==> config.mk <==
export PLATFORM = sky130hd
export DESIGN_NAME = seq_ctrl
export DESIGN_NICKNAME = d
export VERILOG_FILES = /design/src/rtl/seq_ctrl.sv
export SDC_FILE = /design/constraint.sdc
export NUM_CORES = 1
export LEC_CHECK = 0
export ABC_CLOCK_PERIOD_IN_PS = 1400
export CORE_AREA = 2 2 39 41
export DETAILED_ROUTE_END_ITERATION = 8
export DIE_AREA = 0 0 41 43
export REMOVE_ABC_BUFFERS = 1
export SLEW_MARGIN = 10
export SYNTH_ARGS = -nofsm -noshare
export SYNTH_HDL_FRONTEND = slang
export SYNTH_SLANG_ARGS = --single-unit
==> constraint.sdc <==
create_clock -name clk -period 1.4 [get_ports clk]
set_input_delay 0.28 -clock clk [delete_from_list [all_inputs] [get_ports clk]]
set_output_delay 0.28 -clock clk [all_outputs]
set_load 0.03 [all_outputs]
==> src/rtl/seq_ctrl.sv <==
module seq_ctrl (
  input  logic       clk,
  input  logic       rst_n,
  input  logic       start,
  input  logic [2:0] instr,
  input  logic [1:0] dest,
  output logic [2:0] op,
  output logic       wr_en,
  output logic       out_stb,
  output logic       done
);

  typedef enum logic [3:0] {
    S_DEC, S_LD, S_XF, S_AND, S_OR, S_ADD, S_NEG, S_SHR, S_OUT
  } state_t;

  localparam logic [2:0] OP_IDLE = 3'b000;
  localparam logic [2:0] OP_LD   = 3'b001;
  localparam logic [2:0] OP_XF   = 3'b010;
  localparam logic [2:0] OP_AND  = 3'b011;
  localparam logic [2:0] OP_OR   = 3'b100;
  localparam logic [2:0] OP_ADD  = 3'b101;
  localparam logic [2:0] OP_NEG  = 3'b110;
  localparam logic [2:0] OP_SHR  = 3'b111;

  state_t st, st_nx;
  logic   armed, armed_nx, done_nx, go;

  assign go = (st == S_DEC) && start && !dest[1] && armed;

  always_ff @(posedge clk or negedge rst_n) begin
    if (!rst_n) begin
      st    <= S_DEC;
      done  <= 1'b0;
      armed <= 1'b1;
    end else begin
      st    <= st_nx;
      done  <= done_nx;
      armed <= armed_nx;
    end
  end

  always_comb begin
    st_nx    = st;
    done_nx  = 1'b0;
    armed_nx = start ? armed : 1'b1;
    case (st)
      S_DEC: begin
        if (go) begin
          armed_nx = 1'b0;
          case (instr)
            3'b000:  st_nx = S_LD;
            3'b001:  st_nx = S_XF;
            3'b010:  st_nx = S_AND;
            3'b011:  st_nx = S_OR;
            3'b100:  st_nx = S_ADD;
            3'b101:  st_nx = S_NEG;
            3'b110:  st_nx = S_SHR;
            default: st_nx = S_OUT;
          endcase
        end
      end
      S_NEG: st_nx = S_ADD;
      default: begin
        st_nx   = S_DEC;
        done_nx = 1'b1;
      end
    endcase
  end

  always_comb begin
    op      = OP_IDLE;
    wr_en   = 1'b1;
    out_stb = 1'b0;
    case (st)
      S_DEC:   wr_en = 1'b0;
      S_LD:    op = OP_LD;
      S_XF:    op = OP_XF;
      S_AND:   op = OP_AND;
      S_OR:    op = OP_OR;
      S_ADD:   op = OP_ADD;
      S_NEG:   op = OP_NEG;
      S_SHR:   op = OP_SHR;
      S_OUT: begin
        wr_en   = 1'b0;
        out_stb = 1'b1;
      end
      default: wr_en = 1'b0;
    endcase
  end

endmodule

==> results by stage, run 1 <==
Drt:
- The routed design has 590 um of wire.
- The final antenna-violating net count is 0.
- Dividing the detail-routed wire length by the instance count gives 8.55 um.
- The mean number of vias per cell is 4.12.
- The number of iterations in the first detailed-routing pass is 1.
- After the first detailed-routing iteration, the DRC count stood at 0.
- The number of remaining DRC errors is 0.
- The routed layout has 284 vias.

Power:
- The worst-case IR drop observed on VDD is 0.362 mV.
- The power density of the placed cells is 965 nW/um^2.
- The leakage power is 0.263 nW.

Floorplanning:
- The total I/O pin count is 14.
- The initialized floorplan defines 14 standard-cell rows.
- The floorplan step set the die width to 41 um.
- The initial utilization of the core area, before any placement, comes to 21.1%.
- The area of the die is 1760 um^2.
- The die span in y is 43 um.
- The floorplan step defined a core boundary enclosing 1380 um^2.

Timing:
- The number of max-slew violations in the final report is 0.
- The smallest hold slack is 0.271 ns.
- The smallest clock period supported by the final layout is computed as 1.49 ns.
- The final setup skew is 0.00431 ns.
- Once routing completed, OpenROAD measured the worst setup slack at -0.0943 ns.
- The final-report hold violation count is 0.
- For the pin with the worst max-slew slack, the measured transition is 0.295 ns.
- Setup repair after global routing could not meet its margin everywhere.
- The number of failing setup endpoints in the final timing report is 2.
- Based on the critical path, the design can be clocked at up to 0.669 GHz.
- Measured against its own limit, the worst slew margin works out to 80.4%.
- The final cycle utilization of the critical path is 107%.

Critical path:
- The worst reg-to-reg setup slack is 0.18 ns.
- The startpoint identified for the worst register-to-register timing path is st[0].
- STA puts the critical path data arrival time at 1.21 ns.
- For this run, the slowest stage of the critical path takes 0.40 ns.
- The endpoint type of the worst setup path is a primary output.
- The endpoint identified for the worst register-to-register timing path is st[2].
- The setup path with the least slack is of type reg -> out.
- STA classifies the critical path startpoint as a register.
- The signal on the critical path passes through nor3_4 -> buf_6 -> and2_4 -> buf_6.
- The largest driver fanout on the critical path is 2.
- The data required time of the worst path is 1.12 ns.
- The number of cells traversed by the worst register-to-register path is 5.
- The cell with the largest stage delay on the worst path is sky130_fd_sc_hd__dfrtp_1.
- Counting stages on the worst path, the most repeated cell is sky130_fd_sc_hd__buf_6.

GRT:
- After global routing the overflow that remains totals 0.
- The pin count of the biggest net entering global routing is 7.
- The via count of the first global-routing pass is 249.
- The initial antenna violation count was 0.
- The total routing resource utilization after global routing is 8.22%.
- The first global-routing pass estimated 931 um of wire.

CTS:
- The number of CTS-inserted buffers is 3.
- The clock-pin slew of the registers on the worst-case setup and hold paths is 0.05 ns.
- CTS built an H-tree with a depth of 1.
- The clock sink count is 6.
- The clock passes through at most 2 buffers.
- TritonCTS built the clock tree.
- For this design, the CTS-stage hold fixing added 0 buffers.
- The clock insertion delay at the later pin of the skew report is 0.24 ns.
- The tree is rooted in a sky130_fd_sc_hd__clkbuf_4.

Placement:
- The routability-driven placement congestion ratio is 0.607.
- After legalization and detailed placement, the total HPWL measured 463 um.
- The count of buffers added on input and output ports is 12.
- The worst setup slack before clock tree synthesis is -0.0990 ns.

Synth:
- Synthesis inferred 6 register bits.
- Counting every instance in the synthesized netlist gives 28.
- Sequential cells were found to cover 51.9% of the synthesized design area.
- The average instance in the mapped netlist occupies 10.4 um^2.
- The number of library cell types mapped by synthesis is 13.
- The warning count from the yosys run is 0.
- The post-synthesis instance area is 292 um^2.

Finish:
- The net total in the final layout is 62.
- The area overhead of the layout relative to synthesis is 82.4%.
- Leaving out fill and tap cells, the most frequent cell in the layout is sky130_fd_sc_hd__buf_4.
- The combined area of the multi-input logic cells is 145 um^2.
- Cells with a size suffix above 1 make up 41.5% of the layout.
- Leaving out fill and tap cells, the most frequent cells in the layout are 10 x sky130_fd_sc_hd__buf_4, 6 x sky130_fd_sc_hd__clkdlybuf4s50_1, 5 x sky130_fd_sc_hd__dfrtp_1.
- The sequential standard cell area is 151 um^2.
- The fill cell instance count of the final layout is 156.
- The diode insertion count for antenna repair is 0.

Status:
- The final reports fail on setup timing.
- The flow ran to the end, but the final reports show violations.

Run:
- Across the run, the number of max-cap violations was 0.

Worst hold path:
- The class of the most critical hold timing path is in -> async.
kinds of logic after synthesis:
family,Yosys count,share of synthesized area (%)
AO/OA/AOI/OAI,3,6.87
XOR/XNOR,3,9.01
flip-flops,6,51.9
AND/OR/NAND/NOR,16,32.2
cell usage after synthesis:
master / count / area share (%)
sky130_fd_sc_hd__xor2_1: 1 / 3.0
sky130_fd_sc_hd__nand4_2: 1 / 4.3
sky130_fd_sc_hd__nor2b_1: 3 / 6.4
sky130_fd_sc_hd__dfrtp_1: 5 / 43
sky130_fd_sc_hd__nor3_4: 1 / 5.6
sky130_fd_sc_hd__xnor2_1: 2 / 6.0
sky130_fd_sc_hd__nand3_1: 2 / 3.4
sky130_fd_sc_hd__dfstp_2: 1 / 9.0
sky130_fd_sc_hd__nor2_1: 5 / 6.4
sky130_fd_sc_hd__and2_1: 1 / 2.1
sky130_fd_sc_hd__nand2_1: 3 / 3.9
sky130_fd_sc_hd__o21ai_1: 2 / 3.4
sky130_fd_sc_hd__a21bo_1: 1 / 3.4
power by group:
part / internal [mW] / total (mW) / switching (mW)
clock network: 0.108 / 0.168 / 0.0601
registers: 0.188 / 0.196 / 0.00782
logic: 0.0797 / 0.149 / 0.0692
total: 0.376 / 0.513 / 0.137
worst max-delay path by stage:
| stage | from | slack (ns) | endpoint | depth (start not counted) |
|---|---|---|---|---|
| after floorplan | st[1] | 0.17 | out_stb | 2 |
| after global placement | st[0] | -0.1 | wr_en | 3 |
| after detailed placement | st[0] | -0.1 | wr_en | 3 |
| after CTS | st[2] | -0.11 | out_stb | 4 |
| after global routing | st[0] | -0.14 | out_stb | 4 |
| final | st[0] | -0.09 | out_stb | 4 |
metrics by stage:
step / std cells / cell area [um^2] / utilization (%) / total power, mW / TNS (ns)
2_1_floorplan: 28 / 292 / - / 0.263 / 0
3_3_place_gp: 61 / 459 / 33.2 / 0.328 / -0.0978
3_5_place_dp: 61 / 459 / 33.2 / 0.329 / -0.0990
4_1_cts: 66 / 503 / 36.3 / 0.509 / -0.198
5_1_grt: 69 / 532 / 38.4 / 0.541 / -0.214
6_report: 69 / 532 / 38.4 / 0.513 / -0.126
cell type report:
cell class	count	share of cell area, %
clock buffers	4	4.94
multi-input cells	22	27.3
flip-flops and latches	6	28.5
well taps	16	3.76
repair buffers	21	35.5
critical path: cells and delay by family (launching register included):
family,cells,cell delay [ns]
flip-flops,1,0.40
AND/OR/NAND/NOR,2,0.34
buffers and inverters,2,0.24
registers in the layout (all words and copies together) (netlist names):
signal	count
done	1
st	4
armed	1
layer usage:
metal | part of all wire [%] | GRT usage (%) | vias to the layer above
li1 | - | - | 143
met1 | 38 | 10.3 | 129
met2 | 53 | 10.0 | 10
met3 | 7.1 | 3.14 | 2
met4 | 1.2 | 8.00 | 0
met5 | 0 | 0 | -
what timing repair did:
item | in CTS | in global routing
pin swaps | 2 | 1
buffers inserted | 1 | 3
setup endpoints to repair | 3 | 4
gates resized for setup | 7 | 7
No activity file was read; power rests on OpenSTA's default activity.
==> run 2, diff against run 1 <==
SLEW_MARGIN = 20   (was 10)
==> results of run 2 <==
Final layout, timing and power as in run 1 (identical DEF).
==> run 3, diff against run 2 <==
==> constraint.sdc (replaced) <==
create_clock -name clk -period 1.4 [get_ports clk]
set_input_delay 0.35 -clock clk [delete_from_list [all_inputs] [get_ports clk]]
set_output_delay 0.35 -clock clk [all_outputs]
set_load 0.03 [all_outputs]
==> results by stage, run 3 (same netlist as run 1, synthesis figures left out) <==
Drt:
- The count of vias placed by the detailed router was 284 (unchanged).
- The mean number of vias per cell came to 4.00 (-2.8%).
- The number of remaining DRC errors was 0 (unchanged).
- The final routed wirelength across all metal layers was 644 um (+9.2%).
- The number of iterations in the first detailed-routing pass came to 1 (unchanged).
- The final antenna-violating net count is 0 (unchanged).
- The final routed wire length divided by cell count is 9.07 um (+6.1%).
- The detailed router's first-iteration violation count is 0 (unchanged).

Critical path:
- The endpoint type of the worst setup path is a primary output.
- The endpoint arrival time on the critical path was 1.21 ns (about the same).
- The signal on the critical path passes through nor3_4 -> buf_6 -> and2_4 -> buf_6.
- The maximum single-stage delay on the critical path came to 0.40 ns (about the same).
- Counting stages on the worst path, the most repeated cell is sky130_fd_sc_hd__buf_6.
- The number of buffers and inverters on the critical path is 2 (unchanged).
- The beginning of the worst register-to-register path is st[2].
- The worst register-to-register path ends at st[2].
- The number of cells traversed by the worst register-to-register path came to 5 (unchanged).
- STA classifies the critical path startpoint as a register.
- The cell family contributing the most delay on the critical path is flip-flops.
- The start-to-end type of the worst setup path is reg -> out.
- The cell with the largest stage delay on the worst path is sky130_fd_sc_hd__dfrtp_1.
- The largest driver fanout on the critical path is 2 (unchanged).
- The worst reg-to-reg setup slack is 0.18 ns (about the same).
- The data required time of the worst path is 1.05 ns (-0.07 ns).

Placement:
- The count of buffers from port buffering is 12 (unchanged).
- The detailed placer's ending HPWL came to 463 um (unchanged).
- The area of placed instances is 459 um^2 (unchanged).
- The routability-driven placement congestion ratio came to 0.607 (unchanged).
- The worst setup slack before clock tree synthesis is -0.169 ns (-0.0700 ns).

Timing:
- The highest attainable clock frequency is 0.641 GHz (-4.3%).
- The minimum clock period is 1.56 ns (+0.0665 ns).
- Setup repair after global routing could not meet its margin everywhere.
- The final cycle utilization of the critical path is 111% (+4.7 points).
- The normalized max-slew margin is 80.4% (unchanged).
- The slew at the pin with the worst max-slew slack is 0.295 ns (unchanged).
- The final setup skew came to 0.00431 ns (unchanged).
- The final total negative setup slack was -0.506 ns (-0.380 ns).
- The smallest hold slack was 0.341 ns (+0.0700 ns).
- The number of max-slew violations in the final report came to 0 (unchanged).
- The final setup slack of the worst path was -0.161 ns (-0.0665 ns).
- The number of failing setup endpoints in the final timing report is 4 (+2).
- The final-report hold violation count is 0 (unchanged).

Power:
- The largest vdd supply drop was 0.376 mV (+3.8%).
- The post-layout total power is 523 uW (+2.1%).
- The power density of the placed cells is 926 nW/um^2 (-4.0%).
- The leakage power is 0.277 nW (+5.3%).

GRT:
- The met3 routing resource usage after global routing is 3.14% (unchanged).
- The pin count of the biggest net entering global routing was 7 (unchanged).
- The met2 usage is 11.3% (+1.2 points).
- The initial antenna violation count was 0 (unchanged).
- The final global-route overflow total was 0 (unchanged).
- The via count of the first global-routing pass came to 250 (+0.40%).
- The global-route track usage on met1 is 10.6% (+0.33 points).
- The total routing resource utilization after global routing is 8.72% (+0.51 points).
- The first-pass GRT wire length is 966 um (+3.8%).
- The routing layer with the top usage in global route is met2.

Finish:
- The fraction of layout instances using a drive strength above 1 is 45.5% (+3.9 points).
- The net total in the final layout is 64 (+3.2%).
- The area of all placed cells without fillers is 566 um^2 (+6.4%).
- The diode insertion count for antenna repair is 0 (unchanged).
- Relative to the synthesized area, the layout overhead comes to 94.0%.
- The register with the most flip-flops is st.
- The library cells used most frequently in the layout, excluding fill and tap cells, are 9 x sky130_fd_sc_hd__buf_4, 7 x sky130_fd_sc_hd__buf_6, 6 x sky130_fd_sc_hd__clkdlybuf4s50_1.
- The flip-flop count of the largest register, all copies and words added was 4 (unchanged).
- In the final layout, the registers with the most flip-flops are st (4), armed (1), done (1).
- The fill cell instance count of the final layout is 145 (-7.1%).
- Leaving out fill and tap cells, the most frequent cell in the layout is sky130_fd_sc_hd__buf_4.

Status:
- The checks that failed: setup timing.
- The flow ran to the end, but the final reports show violations.

Floorplanning:
- The total I/O pin count is 14 (unchanged).
- The number of cell rows is 14 (unchanged).
- The die extent in x is 41 um (unchanged).
- The starting density of the core is 21.1% (unchanged).
- The core area is 1380 um^2 (unchanged).
- The area of the die is 1760 um^2 (unchanged).
- The die span in y is 43 um (unchanged).

CTS:
- TritonCTS built the clock tree.
- The clock sink count is 6 (unchanged).
- The deepest level of the CTS H-tree is 1 (unchanged).
- The clock-pin slew of the registers on the worst-case setup and hold paths is 0.05 ns (about the same).
- The maximum buffer depth of the clock tree is 2 (unchanged).
- The number of CTS-inserted buffers is 3 (unchanged).
- The clock insertion delay at the later pin of the skew report was 0.24 ns (about the same).
- The hold buffer count at CTS was 0 (unchanged).
- The cell sitting at the root of the clock tree is a sky130_fd_sc_hd__clkbuf_4.

Run:
- The total of max-cap violations came to 0 (unchanged).

Worst hold path:
- The path class of the tightest hold or removal check is in -> async.
## run 3: worst max path at each step
stage                     slack (ns)  depth (start not counted)  start       to
after floorplan                 0.10                          2  st[1]  out_stb
after global placement         -0.17                          3  st[0]    wr_en
after detailed placement       -0.17                          3  st[0]    wr_en
after CTS                      -0.18                          4  st[2]  out_stb
after global routing           -0.21                          4  st[2]  out_stb
final                          -0.16                          4  st[2]  out_stb
## run 3: cell type report
cell class / count / area (um^2) / share of cell area (%)
clock buffer: 4 / 26.3 / 4.65
multi-input combinational: 22 / 153 / 27.0
timing repair buffer: 23 / 215 / 38.1
tap: 16 / 20.0 / 3.54
sequential: 6 / 151 / 26.8
## run 3: per-stage QoR
stage               utilization [%]  std cells
global route                   40.9         71
finish                         40.9         71
detailed placement             33.2         61
floorplan                         -         28
global placement               33.2         61
CTS                            39.1         68
## run 3: report_power, final
group	leakage, nW	switching (mW)	internal, mW	total [mW]
clock network	0.0150	0.0601	0.108	0.168
logic	0.184	0.0718	0.0874	0.159
registers	0.0785	0.00790	0.188	0.196
## run 3: repair_timing
| action | 4_1_cts | 5_1_grt |
|---|---|---|
| endpoints found under the setup margin | 6 | 5 |
| gates cloned | 0 | 0 |
| resized for setup | 12 | 7 |
| pin swaps | 2 | 0 |
| setup buffers | 3 | 4 |
| hold endpoints to repair | 0 | 0 |
## run 3: worst reg2reg max path: stages (launching register included)
cell                      delay, ns
sky130_fd_sc_hd__dfrtp_1       0.40
sky130_fd_sc_hd__nor3_4        0.21
sky130_fd_sc_hd__buf_6         0.12
sky130_fd_sc_hd__buf_4         0.10
sky130_fd_sc_hd__nand4_2       0.14
sky130_fd_sc_hd__o21ai_1       0.17
## run 3: metal layers
metal	part of all wire (%)	vias to the layer above
met4	1.1	0
li1	-	147
met1	40	125
met5	0	-
met2	53	10
met3	5.9	2
